**config.mk**
```make
export PLATFORM = sky130hd
export DESIGN_NAME = pll_hop_top
export DESIGN_NICKNAME = d
export VERILOG_FILES = /design/src/rtl/pll_hop_pkg.sv /design/src/rtl/pll_hop_word_mux.sv /design/src/rtl/pll_hop_settle_timer.sv /design/src/rtl/pll_hop_ctrl.sv /design/src/rtl/pll_hop_top.sv
export SDC_FILE = /design/constraint.sdc
export NUM_CORES = 1
export LEC_CHECK = 0
export ABC_AREA = 1
export BUFFER_PORTS_ARGS = -buffer_cell sky130_fd_sc_hd__buf_2
export CAP_MARGIN = 20
export CELL_PAD_IN_SITES_DETAIL_PLACEMENT = 2
export CELL_PAD_IN_SITES_GLOBAL_PLACEMENT = 2
export CORE_MARGIN = 2
export CORE_UTILIZATION = 29
export DETAILED_ROUTE_END_ITERATION = 8
export HOLD_SLACK_MARGIN = 0.03
export PLACE_DENSITY_LB_ADDON = 0.1
export SLEW_MARGIN = 20
export SYNTH_ARGS = -nofsm -noshare
export SYNTH_HDL_FRONTEND = slang
export SYNTH_SLANG_ARGS = --single-unit
```
**constraint.sdc**
```tcl
create_clock -name clk -period 1.71 [get_ports clk]
set_input_delay 0.171 -clock clk [delete_from_list [all_inputs] [get_ports clk]]
set_output_delay 0.171 -clock clk [all_outputs]
set_load 0.01 [all_outputs]
```
**src/rtl/pll_hop_pkg.sv**
```systemverilog
package pll_hop_pkg;
  localparam int CFG_W     = 32;
  localparam int SEL_LSB   = 0;
  localparam int OSC_LSB   = 2;
  localparam int PDIV_LSB  = 4;
  localparam logic [1:0] SEL_RC    = 2'b00;
  localparam logic [1:0] SEL_PLL   = 2'b11;
  localparam logic [3:0] PDIV_SAFE = 4'hF;

  typedef enum logic [1:0] {PH_PARK, PH_STAGE, PH_ENGAGE} phase_e;
  typedef enum logic [1:0] {ST_IDLE, ST_STAGE, ST_SETTLE, ST_ENGAGE} state_e;

  // Park: RC selected, safe post-divider, requested oscillator mode, all else zero.
  function automatic logic [CFG_W-1:0] park_word(input logic [CFG_W-1:0] t);
    logic [CFG_W-1:0] w;
    w = '0;
    w[PDIV_LSB +: 4] = PDIV_SAFE;
    w[OSC_LSB +: 2]  = t[OSC_LSB +: 2];
    w[SEL_LSB +: 2]  = SEL_RC;
    return w;
  endfunction

  // Stage: full target, but still running from RC.
  function automatic logic [CFG_W-1:0] stage_word(input logic [CFG_W-1:0] t);
    logic [CFG_W-1:0] w;
    w = t;
    w[SEL_LSB +: 2] = SEL_RC;
    return w;
  endfunction

  // Engage: full target with the PLL selected.
  function automatic logic [CFG_W-1:0] engage_word(input logic [CFG_W-1:0] t);
    logic [CFG_W-1:0] w;
    w = t;
    w[SEL_LSB +: 2] = SEL_PLL;
    return w;
  endfunction
endpackage

```
**src/rtl/pll_hop_word_mux.sv**
```systemverilog
module pll_hop_word_mux
  import pll_hop_pkg::*;
(
  input  phase_e           phase_i,
  input  logic [CFG_W-1:0] target_i,
  output logic [CFG_W-1:0] word_o
);
  always_comb begin
    case (phase_i)
      PH_PARK:   word_o = park_word(target_i);
      PH_STAGE:  word_o = stage_word(target_i);
      default:   word_o = engage_word(target_i);
    endcase
  end
endmodule

```
**src/rtl/pll_hop_settle_timer.sv**
```systemverilog
module pll_hop_settle_timer #(
  parameter int CYCLES = 250000
) (
  input  logic clk,
  input  logic rst_n,
  input  logic clear_i,
  input  logic run_i,
  output logic expired_o
);
  localparam int CW = (CYCLES < 2) ? 1 : $clog2(CYCLES + 1);
  localparam logic [CW-1:0] LAST = CW'(CYCLES - 1);

  logic [CW-1:0] cnt_q;

  always_ff @(posedge clk or negedge rst_n) begin
    if (!rst_n)       cnt_q <= '0;
    else if (clear_i) cnt_q <= '0;
    else if (run_i && cnt_q != LAST) cnt_q <= cnt_q + 1'b1;
  end

  assign expired_o = run_i && (cnt_q == LAST);

  // the settle count never runs past its final value
  p_cnt_bound_r4: assert property (@(posedge clk) disable iff (!rst_n)
    cnt_q <= LAST);
  // the count starts from zero when the settle window opens
  p_clear_zero_r4: assert property (@(posedge clk) disable iff (!rst_n)
    clear_i |=> cnt_q == '0);
endmodule

```
**src/rtl/pll_hop_ctrl.sv**
```systemverilog
module pll_hop_ctrl
  import pll_hop_pkg::*;
(
  input  logic             clk,
  input  logic             rst_n,
  input  logic             start_i,
  input  logic [CFG_W-1:0] target_i,
  input  logic [CFG_W-1:0] word_i,
  input  logic             settle_done_i,
  output phase_e           phase_o,
  output logic [CFG_W-1:0] word_target_o,
  output logic             timer_clear_o,
  output logic             timer_run_o,
  output logic             accept_o,
  output logic [CFG_W-1:0] cfg_o,
  output logic             wr_o,
  output logic             busy_o,
  output logic             done_o
);
  state_e           state_q;
  logic [CFG_W-1:0] target_q;
  logic [CFG_W-1:0] cfg_q;
  logic             wr_q, busy_q, done_q;
  logic [1:0]       wr_seen_q;

  assign accept_o      = (state_q == ST_IDLE) && start_i;
  assign timer_clear_o = (state_q == ST_STAGE);
  assign timer_run_o   = (state_q == ST_SETTLE);
  assign word_target_o = (state_q == ST_IDLE) ? target_i : target_q;

  always_comb begin
    case (state_q)
      ST_IDLE:  phase_o = PH_PARK;
      ST_STAGE: phase_o = PH_STAGE;
      default:  phase_o = PH_ENGAGE;
    endcase
  end

  always_ff @(posedge clk or negedge rst_n) begin
    if (!rst_n) begin
      state_q  <= ST_IDLE;
      target_q <= '0;
      cfg_q    <= '0;
      wr_q     <= 1'b0;
      busy_q   <= 1'b0;
      done_q   <= 1'b0;
    end else begin
      wr_q   <= 1'b0;
      done_q <= 1'b0;
      case (state_q)
        ST_IDLE: if (start_i) begin
          target_q <= target_i;
          cfg_q    <= word_i;
          wr_q     <= 1'b1;
          busy_q   <= 1'b1;
          state_q  <= ST_STAGE;
        end
        ST_STAGE: begin
          cfg_q   <= word_i;
          wr_q    <= 1'b1;
          state_q <= ST_SETTLE;
        end
        ST_SETTLE: if (settle_done_i) begin
          cfg_q   <= word_i;
          wr_q    <= 1'b1;
          state_q <= ST_ENGAGE;
        end
        default: begin
          busy_q  <= 1'b0;
          done_q  <= 1'b1;
          state_q <= ST_IDLE;
        end
      endcase
    end
  end

  // write tally per request, kept for the assertions below
  always_ff @(posedge clk or negedge rst_n) begin
    if (!rst_n)        wr_seen_q <= '0;
    else if (accept_o) wr_seen_q <= 2'd1;
    else if (wr_q && wr_seen_q != 2'd3 && state_q != ST_IDLE) wr_seen_q <= wr_seen_q + 2'd1;
  end

  assign cfg_o  = cfg_q;
  assign wr_o   = wr_q;
  assign busy_o = busy_q;
  assign done_o = done_q;

  // three writes have been seen when a request completes
  p_three_writes_r5: assert property (@(posedge clk) disable iff (!rst_n)
    done_q |-> wr_seen_q == 2'd3);
  // done follows the last write and coincides with busy low
  p_done_busy_r6: assert property (@(posedge clk) disable iff (!rst_n)
    done_q |-> !busy_q && $past(busy_q) && $past(wr_q));
  // a start is never taken while busy
  p_no_restart_r7: assert property (@(posedge clk) disable iff (!rst_n)
    accept_o |-> !busy_q);
  // the register value only moves with a write
  p_hold_r8: assert property (@(posedge clk) disable iff (!rst_n)
    !wr_q |-> $stable(cfg_q));
  // leaving the PLL always uses RC select and the safe post-divider
  p_leave_safe_r9: assert property (@(posedge clk) disable iff (!rst_n)
    (wr_q && $past(cfg_q[SEL_LSB +: 2]) == SEL_PLL) |->
      (cfg_q[SEL_LSB +: 2] == SEL_RC && cfg_q[PDIV_LSB +: 4] == PDIV_SAFE));
endmodule

```
**src/rtl/pll_hop_top.sv**
```systemverilog
module pll_hop_top #(
  parameter int SETTLE_CYCLES = 250000
) (
  input  logic        clk,
  input  logic        rst_n,
  input  logic        start_i,
  input  logic [31:0] target_cfg_i,
  output logic [31:0] cfg_o,
  output logic        cfg_wr_o,
  output logic        busy_o,
  output logic        done_o
);
  import pll_hop_pkg::*;

  phase_e           phase;
  logic [CFG_W-1:0] word_target;
  logic [CFG_W-1:0] word;
  logic             timer_clear, timer_run, settle_done, accept;

  pll_hop_word_mux u_words (
    .phase_i  (phase),
    .target_i (word_target),
    .word_o   (word)
  );

  pll_hop_settle_timer #(.CYCLES(SETTLE_CYCLES)) u_timer (
    .clk       (clk),
    .rst_n     (rst_n),
    .clear_i   (timer_clear),
    .run_i     (timer_run),
    .expired_o (settle_done)
  );

  pll_hop_ctrl u_ctrl (
    .clk           (clk),
    .rst_n         (rst_n),
    .start_i       (start_i),
    .target_i      (target_cfg_i),
    .word_i        (word),
    .settle_done_i (settle_done),
    .phase_o       (phase),
    .word_target_o (word_target),
    .timer_clear_o (timer_clear),
    .timer_run_o   (timer_run),
    .accept_o      (accept),
    .cfg_o         (cfg_o),
    .wr_o          (cfg_wr_o),
    .busy_o        (busy_o),
    .done_o        (done_o)
  );

  // an accepted start produces the park write on the next cycle
  p_park_next_r2: assert property (@(posedge clk) disable iff (!rst_n)
    accept |=> cfg_wr_o && cfg_o[7:4] == 4'hF && cfg_o[1:0] == 2'b00);
  // the engage write selects the PLL
  p_engage_sel_r4: assert property (@(posedge clk) disable iff (!rst_n)
    settle_done |=> cfg_wr_o && cfg_o[1:0] == 2'b11);
endmodule

```
==> impl_results.html <==
<table>
<tr><th>Metric</th><th>Value</th></tr>
<tr><th colspan="2">Synth</th></tr>
<tr><td>Main combinational cell family by area after synthesis</td><td>simple AND/OR/NAND/NOR gates</td></tr>
<tr><td>Share of the synthesized area in the top cell type</td><td>approximately 50%</td></tr>
<tr><td>Distinct cell type count after synthesis</td><td>22</td></tr>
<tr><td>Share of synthesized cell area in and, or, nand and nor gates</td><td>~30%</td></tr>
<tr><td>Count of yosys warnings during synthesis</td><td>0</td></tr>
<tr><td>Area leader, netlist</td><td>sky130_fd_sc_hd__dfrtp_1</td></tr>
<tr><td>Flop and latch count out of synthesis</td><td>84</td></tr>
<tr><td>Adder-Cell Fraction of Synth Area</td><td>approximately 1.5%</td></tr>
<tr><td>Most area-consuming cells after synthesis</td><td>sky130_fd_sc_hd__dfrtp_1, sky130_fd_sc_hd__nand2_1, sky130_fd_sc_hd__o21ai_0</td></tr>
<tr><td>Fraction of synthesized cell area in xor and xnor cells</td><td>~2.5%</td></tr>
<tr><td>Synthesized area per cell</td><td>around 7.8 um2</td></tr>
<tr><td>Synth Instances</td><td>537</td></tr>
<tr><td>Share of synthesized area occupied by flip-flops and latches</td><td>50.4%</td></tr>
<tr><td>Synthesized Nets</td><td>between 500 and 600</td></tr>
<tr><td>Synthesized area</td><td>approximately 0.0042 mm2</td></tr>
<tr><td>Multiplexer fraction of the synthesized cell area</td><td>0%</td></tr>
<tr><td>Compound-cell area share of the yosys netlist</td><td>around 8.1%</td></tr>
<tr><th colspan="2">Placed design</th></tr>
<tr><td>DP Wirelength</td><td>around 9.4 mm</td></tr>
<tr><td>Number of cells in the design after placement</td><td>slightly below 800</td></tr>
<tr><td>Post-detailed-placement cell area</td><td>~0.005 mm2</td></tr>
<tr><td>Routability-driven placement congestion ratio</td><td>just over 0.8</td></tr>
<tr><td>Count of buffers from port buffering</td><td>between 60 and 70</td></tr>
<tr><th colspan="2">GRT</th></tr>
<tr><td>Initial antenna violation count</td><td>0</td></tr>
<tr><td>Wire length of the first global-routing pass</td><td>~22 mm</td></tr>
<tr><td>Maximum number of pins on one net before global-route repair</td><td>62</td></tr>
<tr><td>Routing usage on met1</td><td>24.2%</td></tr>
<tr><td>Global route total overflow</td><td>0</td></tr>
<tr><td>Vias in the first global route</td><td>around 4300</td></tr>
<tr><td>Met2 usage in global routing</td><td>a little under a third</td></tr>
<tr><td>GRT Max-Usage Layer</td><td>met2</td></tr>
<tr><td>Overall routing resource usage</td><td>between 10% and 20%</td></tr>
<tr><td>Met3 Track Usage GR</td><td>2.75%</td></tr>
<tr><th colspan="2">Hold path</th></tr>
<tr><td>Path category of the worst min-delay check</td><td>input port to flip-flop</td></tr>
<tr><th colspan="2">Floorplanning</th></tr>
<tr><td>Die boundary width</td><td>between 100 and 150 um</td></tr>
<tr><td>Rows</td><td>43</td></tr>
<tr><td>Area inside the core boundary</td><td>0.0139 mm2</td></tr>
<tr><td>Number of I/O pins</td><td>70</td></tr>
<tr><td>Initial Util</td><td>around 30%</td></tr>
<tr><td>Area enclosed by the die boundary</td><td>approximately 0.015 mm2</td></tr>
<tr><td>Vert. Die Dim</td><td>124 um</td></tr>
<tr><th colspan="2">Cells and area</th></tr>
<tr><td>Area used by multi-input combinational logic</td><td>~0.0018 mm2</td></tr>
<tr><td>Utilization after layout</td><td>between 30% and 40%</td></tr>
<tr><td>Fraction of layout instances using a drive strength above 1</td><td>approximately 22%</td></tr>
<tr><td>Storage cell area</td><td>about 0.0021 mm2</td></tr>
<tr><td>Antenna fix cells</td><td>0</td></tr>
<tr><td>Net total in the final layout</td><td>between 600 and 700</td></tr>
<tr><td>Most frequent cells in the layout</td><td>sky130_fd_sc_hd__nand2_1, sky130_fd_sc_hd__dfrtp_1, sky130_fd_sc_hd__buf_2</td></tr>
<tr><td>Non-filler instance count after layout</td><td>811</td></tr>
<tr><td>Area Overhead vs Synth</td><td>28.0%</td></tr>
<tr><td>Final std cell area, no fill</td><td>~0.0053 mm2</td></tr>
<tr><td>Commonest non-fill, non-tap cell in the layout</td><td>sky130_fd_sc_hd__nand2_1</td></tr>
<tr><td>Fillers</td><td>approximately 1600</td></tr>
<tr><th colspan="2">Clock tree</th></tr>
<tr><td>Num Clock Sinks</td><td>between 80 and 90</td></tr>
<tr><td>Number of buffers created by CTS</td><td>9</td></tr>
<tr><td>Largest buffer count on any clock path</td><td>2</td></tr>
<tr><td>Clk pin slew, worst setup/hold paths</td><td>0.06 ns</td></tr>
<tr><td>Count of H-tree levels built during CTS</td><td>3</td></tr>
<tr><td>Insertion delay to the later sink of the worst-skew pair</td><td>between 0.3 and 0.4 ns</td></tr>
<tr><td>CTS tree</td><td>built</td></tr>
<tr><td>Cell at the root of the clock tree</td><td>sky130_fd_sc_hd__clkbuf_16</td></tr>
<tr><th colspan="2">Timing</th></tr>
<tr><td>Final period util</td><td>93.7%</td></tr>
<tr><td>Rel. slew slack</td><td>approximately 75%</td></tr>
<tr><td>Slew at the pin closest to its max-slew limit</td><td>about 0.37 ns</td></tr>
<tr><td>Worst hold margin</td><td>about 0.095 ns</td></tr>
<tr><td>Final number of max-transition violations</td><td>0</td></tr>
<tr><td>Number of failing setup endpoints in the final timing report</td><td>0</td></tr>
<tr><td>Skew final</td><td>roughly 0.0045 ns</td></tr>
<tr><td>Fmax achieved</td><td>around 0.62 GHz</td></tr>
<tr><td>Final Hold Viols</td><td>0</td></tr>
<tr><td>Crit path time final</td><td>1.60 ns</td></tr>
<tr><th colspan="2">Setup path</th></tr>
<tr><td>Critical path startpoint category</td><td>flip-flop</td></tr>
<tr><td>Crit path max-delay cell type</td><td>sky130_fd_sc_hd__dfrtp_2</td></tr>
<tr><td>Worst Setup End Kind</td><td>flip-flop</td></tr>
<tr><td>Maximum fanout along the worst path</td><td>14</td></tr>
<tr><td>Type of the setup path with the least slack</td><td>flip-flop to flip-flop</td></tr>
<tr><td>Cell with the most instances on the worst path</td><td>sky130_fd_sc_hd__nand2_1</td></tr>
<tr><td>Maximum single-stage delay on the critical path</td><td>around 0.44 ns</td></tr>
<tr><td>CP Cell Sequence</td><td>inv_1, ha_2, nand2_1, buf_4, o21ai_0, nand4_1, nand2_1</td></tr>
<tr><td>Required time at the worst-slack endpoint</td><td>2.00 ns</td></tr>
<tr><td>Data arrival time of the critical path</td><td>1.89 ns</td></tr>
<tr><th colspan="2">Pwr</th></tr>
<tr><td>Leakage power figure</td><td>around 0.0028 uW</td></tr>
<tr><td>Sum of internal, switching and leakage power</td><td>9440 uW</td></tr>
<tr><td>Max IR drop VDD</td><td>roughly 760 uV</td></tr>
<tr><td>Pwr dens</td><td>1770 mW/mm2</td></tr>
<tr><th colspan="2">Route</th></tr>
<tr><td>Routed WL</td><td>13.2 mm</td></tr>
<tr><td>Number of nets still failing antenna checks after routing</td><td>0</td></tr>
<tr><td>Vias per cell</td><td>approximately 4.8</td></tr>
<tr><td>Pre-Repair DR Iteration Count</td><td>4</td></tr>
<tr><td>Detailed-route DRC error count</td><td>0</td></tr>
<tr><td>Vias post-DR</td><td>3897</td></tr>
<tr><td>DR iter-0 viols</td><td>130</td></tr>
<tr><td>Routed wire per std cell</td><td>roughly 16 um</td></tr>
<tr><th colspan="2">Run</th></tr>
<tr><td>Number of maximum-capacitance constraint violations</td><td>0</td></tr>
<tr><th colspan="2">Run status</th></tr>
<tr><td>Run status</td><td>complete, no violations</td></tr>
</table>
## worst max-delay path, delay by kind of cell (launching register included)
kind                     cells  cell delay (ns)
buffers and inverters        2             0.32
AND/OR/NAND/NOR              3             0.30
adder cells (fa/ha/maj)      1             0.23
AO/OA/AOI/OAI                1             0.25
flip-flops                   1             0.44
## routing by layer
| metal | share of wire [%] | routed length, um |
|---|---|---|
| met2 | 48 | 6330 |
| met5 | 0 | 0 |
| met1 | 47 | 6280 |
| met3 | 2.9 | 379 |
| met4 | 1.8 | 243 |
## worst paths after layout
kind / from / to / slack (ns) / cells after the start
min reg2reg: u_ctrl.cfg_o[15]$_DFFE_PN0P_ / u_ctrl.cfg_o[15]$_DFFE_PN0P_ / 0.47 / 2
max in group asynchronous: rst_n / u_ctrl.target_q[30]$_DFFE_PN0P_ / 0.84 / 3
max: u_ctrl.state_q[1]$_DFFE_PN0P_ / u_ctrl.cfg_o[12]$_DFFE_PN0P_ / 0.11 / 7
min: target_cfg_i[27] / u_ctrl.target_q[27]$_DFFE_PN0P_ / 0.1 / 3
min in group asynchronous: rst_n / u_ctrl.target_q[16]$_DFFE_PN0P_ / 0.29 / 2
max reg2reg: u_ctrl.state_q[1]$_DFFE_PN0P_ / u_ctrl.cfg_o[12]$_DFFE_PN0P_ / 0.11 / 7
## layout make-up
cell class                      count  area share (%)
Sequential cell                    84            39.4
Inverter                           45            3.21
Tap cell                          180            4.22
Clock buffer                       13            5.07
Multi-Input combinational cell    378            33.8
Clock inverter                      3           0.821
Timing Repair Buffer              108            13.4
## stage by stage
| stage | setup slack (ns) | TNS, ns |
|---|---|---|
| after floorplan | 0.0561 | 0 |
| after global placement | 0.0367 | 0 |
| after detailed placement | -0.0261 | -0.190 |
| after CTS | 0.00973 | 0 |
| after global routing | -0.00312 | -0.00312 |
| final | 0.108 | 0 |
## what timing repair did
action / 4_1_cts / 5_1_grt
buffers inserted: 0 / 3
pin swaps: 0 / 4
hold buffers: 1 / 0
gates cloned: 0 / 0
endpoints found under the hold margin: 22 / 0
endpoints found under the setup margin: 39 / 51
resized for setup: 4 / 11
## registers in the layout, summed over array words and instances (netlist names)
name,cells
u_ctrl.cfg_o,31
u_ctrl.target_q,30
u_timer.cnt_q,18
u_ctrl.state_q,2
u_ctrl.busy_o,1
u_ctrl.done_o,1
u_ctrl.wr_o,1
## cells in the mapped netlist (all sizes together)
cell type and count:
ha 5, o21ai 60, nor2 44, or2 1, nand3 15, a21oi 6
nor3 1, nand2 196, nand4 37, clkbuf 17, inv 45, dfrtp 84
xor2 12, a31oi 1, buf 13
## cell families (layout without fill, tap and decap cells)
logic type,Yosys count,in the layout
buffers and inverters,75,169
AOI/OAI and AO/OA,67,67
DFF,84,84
adders and majority gates,5,5
and+or+nand+nor,294,294
xor gates and xnor gates,12,12
## power by group
group / total (uW) / leakage (uW) / internal (uW) / switching [uW]
Combinational: 4190 / 0.00159 / 1580 / 2600
Clock: 2090 / 0.000156 / 1250 / 837
Sequential: 3160 / 0.00108 / 2740 / 420
(Power assumes the default switching activity.)
